--- src/rtl/snd_out_pkg.sv ---
package snd_out_pkg;
  // bit positions in the channel control register
  localparam int FORCE_BIT = 4;
  // bit positions in the shared filter-enable register
  localparam int HPEN_A_BIT = 2;  // channel 1 filter
  localparam int HPEN_B_BIT = 1;  // channel 2 filter
  localparam int NUM_HP = 2;
endpackage

--- src/rtl/snd_ctrl_regs.sv ---
module snd_ctrl_regs #(
  parameter int NUM_CH = 4,
  parameter int VOL_W  = 4,
  parameter int ADDR_W = 3,
  parameter int DATA_W = 8
) (
  input  logic                    clk,
  input  logic                    rst_n,
  input  logic                    wr_en,
  input  logic [ADDR_W-1:0]       wr_addr,
  input  logic [DATA_W-1:0]       wr_data,
  output logic [NUM_CH*VOL_W-1:0] vol,
  output logic [NUM_CH-1:0]       force_on,
  output logic [snd_out_pkg::NUM_HP-1:0] hp_en
);
  import snd_out_pkg::*;
  localparam logic [ADDR_W-1:0] HPEN_ADDR = ADDR_W'(NUM_CH);

  logic [NUM_CH*VOL_W-1:0] vol_q, vol_d;
  logic [NUM_CH-1:0]       frc_q, frc_d;
  logic [NUM_HP-1:0]       hpen_q, hpen_d;
  logic                    unused_data;

  assign unused_data = ^wr_data[DATA_W-1:FORCE_BIT+1];

  always_comb begin
    vol_d  = vol_q;
    frc_d  = frc_q;
    hpen_d = hpen_q;
    if (wr_en) begin
      for (int c = 0; c < NUM_CH; c++) begin
        if (wr_addr == ADDR_W'(c)) begin
          vol_d[c*VOL_W +: VOL_W] = wr_data[VOL_W-1:0];
          frc_d[c]                = wr_data[FORCE_BIT];
        end
      end
      if (wr_addr == HPEN_ADDR) begin
        hpen_d[0] = wr_data[HPEN_A_BIT];
        hpen_d[1] = wr_data[HPEN_B_BIT];
      end
    end
  end

  always_ff @(posedge clk or negedge rst_n) begin
    if (!rst_n) begin
      vol_q  <= '0;
      frc_q  <= '0;
      hpen_q <= '0;
    end else begin
      vol_q  <= vol_d;
      frc_q  <= frc_d;
      hpen_q <= hpen_d;
    end
  end

  assign vol      = vol_q;
  assign force_on = frc_q;
  assign hp_en    = hpen_q;
endmodule

--- src/rtl/snd_hp_filter.sv ---
module snd_hp_filter (
  input  logic clk,
  input  logic rst_n,
  input  logic audio_in,
  input  logic sample_tick,
  input  logic enable,
  output logic audio_out,
  output logic held
);
  logic held_q, held_d, load;

  assign load = enable & sample_tick;

  always_comb begin
    held_d = held_q;
    if (load) held_d = audio_in;
  end

  always_ff @(posedge clk or negedge rst_n) begin
    if (!rst_n) held_q <= 1'b0;
    else        held_q <= held_d;
  end

  assign audio_out = enable ? (audio_in ^ held_q) : audio_in;
  assign held      = held_q;
endmodule

--- src/rtl/snd_vol_gate.sv ---
module snd_vol_gate #(
  parameter int VOL_W = 4
) (
  input  logic             audio_in,
  input  logic             force_on,
  input  logic [VOL_W-1:0] vol,
  output logic [VOL_W-1:0] level
);
  logic gate;
  assign gate  = audio_in | force_on;
  assign level = gate ? vol : '0;
endmodule

--- src/rtl/snd_out_stage.sv ---
module snd_out_stage #(
  parameter int NUM_CH = 4,
  parameter int VOL_W  = 4,
  parameter int ADDR_W = 3,
  parameter int DATA_W = 8
) (
  input  logic                    clk,
  input  logic                    rst_n,
  input  logic                    wr_en,
  input  logic [ADDR_W-1:0]       wr_addr,
  input  logic [DATA_W-1:0]       wr_data,
  input  logic [NUM_CH-1:0]       ch_audio,
  input  logic [NUM_CH-1:0]       div_tick,
  output logic [NUM_CH*VOL_W-1:0] ch_level
);
  import snd_out_pkg::*;

  logic [NUM_CH*VOL_W-1:0] vol;
  logic [NUM_CH-1:0]       force_on;
  logic [NUM_HP-1:0]       hp_en;
  logic [NUM_HP-1:0]       hp_held;
  logic [NUM_CH-1:0]       gated;
  logic                    unused_tick;

  assign unused_tick = ^div_tick[NUM_HP-1:0];

  snd_ctrl_regs #(
    .NUM_CH(NUM_CH), .VOL_W(VOL_W), .ADDR_W(ADDR_W), .DATA_W(DATA_W)
  ) u_regs (
    .clk(clk), .rst_n(rst_n), .wr_en(wr_en), .wr_addr(wr_addr),
    .wr_data(wr_data), .vol(vol), .force_on(force_on), .hp_en(hp_en)
  );

  for (genvar c = 0; c < NUM_CH; c++) begin : g_ch
    if (c < NUM_HP) begin : g_hp
      // filtered channel c is sampled by the divider pulse of channel c+2
      snd_hp_filter u_hp (
        .clk(clk), .rst_n(rst_n), .audio_in(ch_audio[c]),
        .sample_tick(div_tick[c+NUM_HP]), .enable(hp_en[c]),
        .audio_out(gated[c]), .held(hp_held[c])
      );
    end else begin : g_plain
      assign gated[c] = ch_audio[c];
    end
    snd_vol_gate #(.VOL_W(VOL_W)) u_vol (
      .audio_in(gated[c]), .force_on(force_on[c]),
      .vol(vol[c*VOL_W +: VOL_W]), .level(ch_level[c*VOL_W +: VOL_W])
    );
  end
endmodule

--- config.mk ---
export PLATFORM = sky130hd
export DESIGN_NAME = snd_out_stage
export DESIGN_NICKNAME = d
export VERILOG_FILES = /design/src/rtl/snd_out_pkg.sv /design/src/rtl/snd_ctrl_regs.sv /design/src/rtl/snd_hp_filter.sv /design/src/rtl/snd_vol_gate.sv /design/src/rtl/snd_out_stage.sv
export SDC_FILE = /design/constraint.sdc
export NUM_CORES = 1
export LEC_CHECK = 0
export ABC_CLOCK_PERIOD_IN_PS = 1640
export BUFFER_PORTS_ARGS = -buffer_cell sky130_fd_sc_hd__buf_2
export CAP_MARGIN = 40
export CORE_MARGIN = 3
export CORE_UTILIZATION = 35
export CTS_CLUSTER_SIZE = 40
export DETAILED_ROUTE_END_ITERATION = 6
export PLACE_DENSITY = 0.68
export SETUP_SLACK_MARGIN = 0.1
export SYNTH_ARGS = -nofsm -noshare
export SYNTH_HDL_FRONTEND = slang
export SYNTH_HIERARCHICAL = 1
export SYNTH_SLANG_ARGS = --single-unit
--- constraint.sdc ---
create_clock -name clk -period 1.64 [get_ports clk]
set_clock_uncertainty 0.15 [all_clocks]
set_input_delay 0.41 -clock clk [delete_from_list [all_inputs] [get_ports clk]]
set_output_delay 0.41 -clock clk [all_outputs]
set_load 0.005 [all_outputs]
* Word-level counts from Yosys, hierarchy flattened
Index checks and enable logic that the tools add are counted.
Word-level totals: register bits after elaboration 24, input port bits 22, output and inout bits 16, logic and storage cells 35
Cells by class: eq/ne operators 4, muxes and demuxes 6, bitwise logic cells 8, reductions and logical operators 6
Operator list (number):
- 2-to-1 mux 4 bit | 4
- AND reduction 2 bit | 5
- equality test 3 x 2 -> 1 bit (second input constant) | 2
- bitwise OR 1 bit | 4
- equality test 3 x 1 -> 1 bit (second input constant) | 1
- equality test 3 bit (second input constant) | 1
- zero test 3 bit | 1
- AND 1 bit | 2
- 2-to-1 mux 1 bit | 2
- bitwise XOR 1 bit | 2

* Longest topological paths before layout
depth after elaboration 4, gate-level depth with buffers 3, depth with buffers taken out 3

* Hierarchy
The synthesis kept the hierarchy.
By module, submodules not included:
- snd_ctrl_regs | instances 1, cells each 49, area each 868.3 um^2, seq. area each 550.5 um^2
- snd_vol_gate | instances 4, cells each 4, area each 30.0 um^2, seq. area each 0.0 um^2
- snd_hp_filter | instances 2, cells each 5, area each 56.3 um^2, seq. area each 25.0 um^2

* Least setup slack after synthesis
OpenSTA, ideal clock, no wires.
path kind input to register, from in wr_addr[1], to reg u_regs.frc_q[0], in the netlist u_regs/force_on[0], setup time 125 ps, data arrival time 1142 ps, required time 1365 ps, setup slack 224 ps, stages on the path 2, path buffers 0, cells stage by stage nor4b_4 -> mux2_2
On the way: cells in the longest elaborated chain, start to end 2
RTL lines:
- from (decl) | RTL line snd_out_stage.sv:10 | input logic [ADDR_W-1:0] wr_addr,
- zero test 3 bit | RTL line snd_ctrl_regs.sv:32 | if (wr_addr == ADDR_W'(c)) begin
- AND reduction 2 bit (no source line)
- to (signal assigned) | RTL line snd_ctrl_regs.sv:51 | frc_q <= frc_d;
- to (decl) | RTL line snd_ctrl_regs.sv:20 | logic [NUM_CH-1:0] frc_q, frc_d;
Every way passes these cells. A chain may end at the register's enable or synchronous reset.

* Worst setup path after layout
from reg u_regs.hpen_q[1], in the netlist u_regs/hp_en[1], to out ch_level[5]
On the way: cells in the longest elaborated chain, start to end 3
RTL lines:
- from (decl) | RTL line snd_ctrl_regs.sv:21 | logic [NUM_HP-1:0] hpen_q, hpen_d;
- from (signal assigned) | RTL line snd_ctrl_regs.sv:52 | hpen_q <= hpen_d;
- 2-to-1 mux 1 bit | RTL line snd_hp_filter.sv:24 | assign audio_out = enable ? (audio_in ^ held_q) : audio_in;
- via gated[1] | RTL line snd_out_stage.sv:22 | logic [NUM_CH-1:0] gated;
- bitwise OR 1 bit | RTL line snd_vol_gate.sv:10 | assign gate = audio_in | force_on;
- 2-to-1 mux 4 bit | RTL line snd_vol_gate.sv:11 | assign level = gate ? vol : '0;
- to (decl) | RTL line snd_out_stage.sv:14 | output logic [NUM_CH*VOL_W-1:0] ch_level
The timed path passes the listed nets, and every way through them passes these cells.

==> tab_implementation.tex <==
\begin{tabular}{lr}
\hline
Metric & Value \\
\hline
\multicolumn{2}{l}{\textbf{Power}} \\
Fraction of power consumed by combinational cells & 0.281 \\
Relative contribution of sequential cells to total power & 0.473 \\
Sw Ratio & 0.259 \\
Part of the total power dissipated in the clock network & 0.246 \\
VDD IR max & between 0.7 and 0.8 mV \\
Int Power & about 0.0013 W \\
Cell area power density & between 1000 and 1500 mW/mm2 \\
Net switching power & 0.000450 W \\
Static Leak & roughly 0.65 nW \\
\multicolumn{2}{l}{\textbf{Setup path}} \\
Reg2reg path depth & 3 \\
Critical path arrival & around 1.3 ns \\
Category of the most critical setup path & register to output pin \\
End of the worst register-to-register path & g\_ch[0].g\_hp.u\_hp/held\$\_DFFE\_PN0P\_ \\
Required time at the worst-slack endpoint & between 1 and 1.5 ns \\
Endpoint class of the critical path & output pin \\
Setup slack on the worst flop-to-flop path & 0.49 ns \\
Maximum fanout along the worst path & 4 \\
Worst R2R Start & g\_ch[0].g\_hp.u\_hp/held\$\_DFFE\_PN0P\_ \\
Setup crit start kind & register \\
\multicolumn{2}{l}{\textbf{Status}} \\
Violated checks & negative setup slack \\
Status & finished, violations left \\
\multicolumn{2}{l}{\textbf{Clocking}} \\
TritonCTS clock tree & yes \\
H-Tree Level Count & 1 \\
Clock latency at the later pin of the worst-skew pair & $\sim$0.32 ns \\
Total CTS buffers & 3 \\
Post\_cts resized & 0 \\
Clock-pin slew on the worst setup and hold paths & between 0.1 and 0.15 ns \\
Clock Root Buffer & sky130\_fd\_sc\_hd\_\_clkbuf\_4 \\
Number of clock sinks & 24 \\
Clock buffer depth & 2 \\
\multicolumn{2}{l}{\textbf{Floorplan}} \\
Chip Width & between 60 and 70 um \\
Area of the die & 0.00386 mm2 \\
Vertical die dimension & slightly above 60 um \\
Core box area & roughly 0.0029 mm2 \\
Starting utilization of the core area & 0.383 \\
Count of pins on the block boundary & 38 \\
Number of placement rows & 19 \\
\multicolumn{2}{l}{\textbf{Timing}} \\
RSZ-0062 raised after global routing & yes \\
Final count of pins violating max slew & 0 \\
Number of endpoints failing setup at the final stage & 8 \\
Fmax & between 500 and 600 MHz \\
Worst max-slew margin expressed relative to the limit & 0.649 \\
Worst-case setup margin in the final layout & -0.248 ns \\
Ratio of final minimum period to clock period & 1.15 \\
Actual slew at the worst max-slew pin & $\sim$0.53 ns \\
Final min period & about 1.9 ns \\
Final hold vios & 0 \\
\multicolumn{2}{l}{\textbf{Yosys}} \\
Syn. warnings & 6 \\
Register area share after synthesis & 0.545 \\
Leading area contributor after synthesis & sky130\_fd\_sc\_hd\_\_dfrtp\_1 \\
Unique cell type count in the Yosys netlist & 9 \\
Share of the synthesized area in the top cell type & 0.545 \\
Number of instances in the synthesized netlist & 75 \\
Count of flip-flops with a built-in enable after synthesis & 0 \\
Number of flip-flops and latches in the synthesized netlist & 24 \\
Top cells by count, synth & sky130\_fd\_sc\_hd\_\_dfrtp\_1 (24), sky130\_fd\_sc\_hd\_\_mux2\_2 (22), sky130\_fd\_sc\_hd\_\_o21a\_1 (16) \\
Commonest register cell after synthesis & sky130\_fd\_sc\_hd\_\_dfrtp\_1 \\
Average cell area after synthesis & around 15 um2 \\
Post-synth ARST share & 1.00 \\
Most frequent cell after synthesis & sky130\_fd\_sc\_hd\_\_dfrtp\_1 \\
Cell types with the largest area share after synthesis & sky130\_fd\_sc\_hd\_\_dfrtp\_1 (55\%), sky130\_fd\_sc\_hd\_\_mux2\_2 (22\%), sky130\_fd\_sc\_hd\_\_o21a\_1 (11\%) \\
Netlist area before placement & around 0.0011 mm2 \\
Total nets after synthesis & 97 \\
\multicolumn{2}{l}{\textbf{Cells and area}} \\
Fin nets & 140 \\
Diodes inserted & 0 \\
Summed area of non-filler cells in the final layout & around 0.0014 mm2 \\
Share of layout cells above drive strength 1 & 0.590 \\
Final cell count without fillers & between 150 and 200 \\
Core Util, Final & 0.492 \\
Area growth from synthesis to final layout & 28.4\% \\
\multicolumn{2}{l}{\textbf{Global route}} \\
Wire length of the first global-routing pass & 3590 um \\
Vias in the first global route & around 770 \\
GRT Total Usage & 0.129 \\
Gr ovfl total & 0 \\
Antenna violations before repair & 0 \\
Largest net degree at the start of global routing & 25 \\
\multicolumn{2}{l}{\textbf{Worst hold path}} \\
Hold WC Path Type & input port to register \\
End point of the most critical hold path & g\_ch[0].g\_hp.u\_hp/held\$\_DFFE\_PN0P\_ \\
Start point of the worst min-delay path & ch\_audio[0] \\
Worst Hold Path Cells & 2 \\
\multicolumn{2}{l}{\textbf{Flow run}} \\
Max-cap viol count & 0 \\
\multicolumn{2}{l}{\textbf{Routing}} \\
Via count of the routed design & $\sim$780 \\
Via density per instance & around 5 \\
Antenna viol nets, final & 0 \\
Residual DRC count & 0 \\
Routed wire length & roughly 2300 um \\
Total iterations of the first detailed-routing run & 2 \\
Initial DRC count & 13 \\
Routed wirelength normalized by instance count & $\sim$14 um \\
\multicolumn{2}{l}{\textbf{Place}} \\
Input/output buffers & 32 \\
Placed Cells & about 150 \\
Final Wtd Congestion & $\sim$0.66 \\
Sum of net half-perimeters after detailed placement & between 1500 and 2000 um \\
Instance area after placement & 0.00133 mm2 \\
\hline
\end{tabular}
==> cell type report <==
type                       count  area (um2)
sequential                    24         601
timing repair buffer          38         208
tap                           42        52.6
multi-input combinational     51         500
clock inverter                 1        30.0
clock buffer                   3        22.5
fill                         274        1460
==> repair_timing <==
| item | 4_1_cts | 5_1_grt |
|---|---|---|
| endpoints found under the hold margin | 24 | 0 |
| buffers inserted | 2 | 1 |
| pin swaps | 9 | 2 |
| endpoints found under the setup margin | 16 | 16 |
| hold buffers | 1 | 0 |
==> cells by family after synthesis <==
logic type / count (synthesis) / share of synthesized area
mux: 24 / 0.252
compound gates: 16 / 0.109
simple gates: 9 / 0.0773
xor+xnor: 2 / 0.0159
flops: 24 / 0.545
==> how the worst max path moves through the flow <==
stage / from / end / slack (ns) / cells after the start
floorplan: wr_addr[1] / u_regs/force_on[0]$_DFFE_PN0P_ / 0.22 / 2
finish: u_regs/hp_en[1]$_DFFE_PN0P_ / ch_level[5] / -0.25 / 5
CTS: u_regs/hp_en[1]$_DFFE_PN0P_ / ch_level[5] / -0.27 / 5
detailed placement: wr_addr[1] / u_regs/vol[0]$_DFFE_PN0P_ / 0.003 / 3
global placement: wr_addr[1] / u_regs/vol[2]$_DFFE_PN0P_ / 0.02 / 3
global route: u_regs/hp_en[1]$_DFFE_PN0P_ / ch_level[4] / -0.33 / 5
==> power by group through the flow <==
stage | combinational (W) | sequential, W | clock [W]
3_5_place_dp | 0.000459 | 0.000834 | 0
5_1_grt | 0.000539 | 0.000840 | 0.000474
2_1_floorplan | 0.000275 | 0.000802 | 0
6_report | 0.000489 | 0.000821 | 0.000426
3_3_place_gp | 0.000444 | 0.000823 | 0
4_1_cts | 0.000486 | 0.000821 | 0.000439
==> through the flow <==
step	TNS (ns)	setup WS, ns	total power (W)	hold slack [ns]
after floorplan	0	0.224	0.00108	-0.0356
after global placement	0	0.0197	0.00127	0.258
final	-1.90	-0.248	0.00174	0.192
after detailed placement	0	0.00315	0.00129	0.268
after global routing	-2.83	-0.333	0.00185	0.170
after CTS	-2.00	-0.270	0.00175	0.183
==> flip-flops by register name (all words and copies together) (netlist names) <==
name	count
u_regs/hp_en	2
g_ch.g_hp.u_hp/held	2
u_regs/vol	16
u_regs/force_on	4
==> layer usage <==
layer / track usage / routed length [um]
met1: 0.177 / 1070
met3: 0.0475 / 135
met4: 0.0182 / 10
met5: 0 / 0
met2: 0.200 / 1050
==> worst max-delay path, cell delays in order, from the launching register on <==
cell	delay, ns
sky130_fd_sc_hd__dfrtp_1	0.39
sky130_fd_sc_hd__nand2_1	0.07
sky130_fd_sc_hd__xnor2_1	0.12
sky130_fd_sc_hd__buf_4	0.15
sky130_fd_sc_hd__o21a_1	0.16
sky130_fd_sc_hd__buf_2	0.12
==> placed cells by master (no fill, tap or decap) <==
| cell type | synthesis | final |
|---|---|---|
| sky130_fd_sc_hd__dfrtp_1 | 24 | 24 |
| sky130_fd_sc_hd__dlygate4sd3_1 | 0 | 1 |
| sky130_fd_sc_hd__clkbuf_4 | 0 | 3 |
| sky130_fd_sc_hd__mux2_4 | 2 | 2 |
| sky130_fd_sc_hd__nor4b_4 | 1 | 1 |
| sky130_fd_sc_hd__buf_2 | 0 | 32 |
| sky130_fd_sc_hd__mux2_2 | 22 | 22 |
| sky130_fd_sc_hd__xnor2_1 | 2 | 2 |
| sky130_fd_sc_hd__bufinv_16 | 0 | 1 |
| sky130_fd_sc_hd__nand2_1 | 4 | 4 |
| sky130_fd_sc_hd__and4bb_2 | 3 | 3 |
| sky130_fd_sc_hd__buf_4 | 0 | 5 |
| sky130_fd_sc_hd__nand4b_1 | 1 | 1 |
| sky130_fd_sc_hd__o21a_1 | 16 | 16 |
Note: power is estimated with default switching activity, not from simulation.
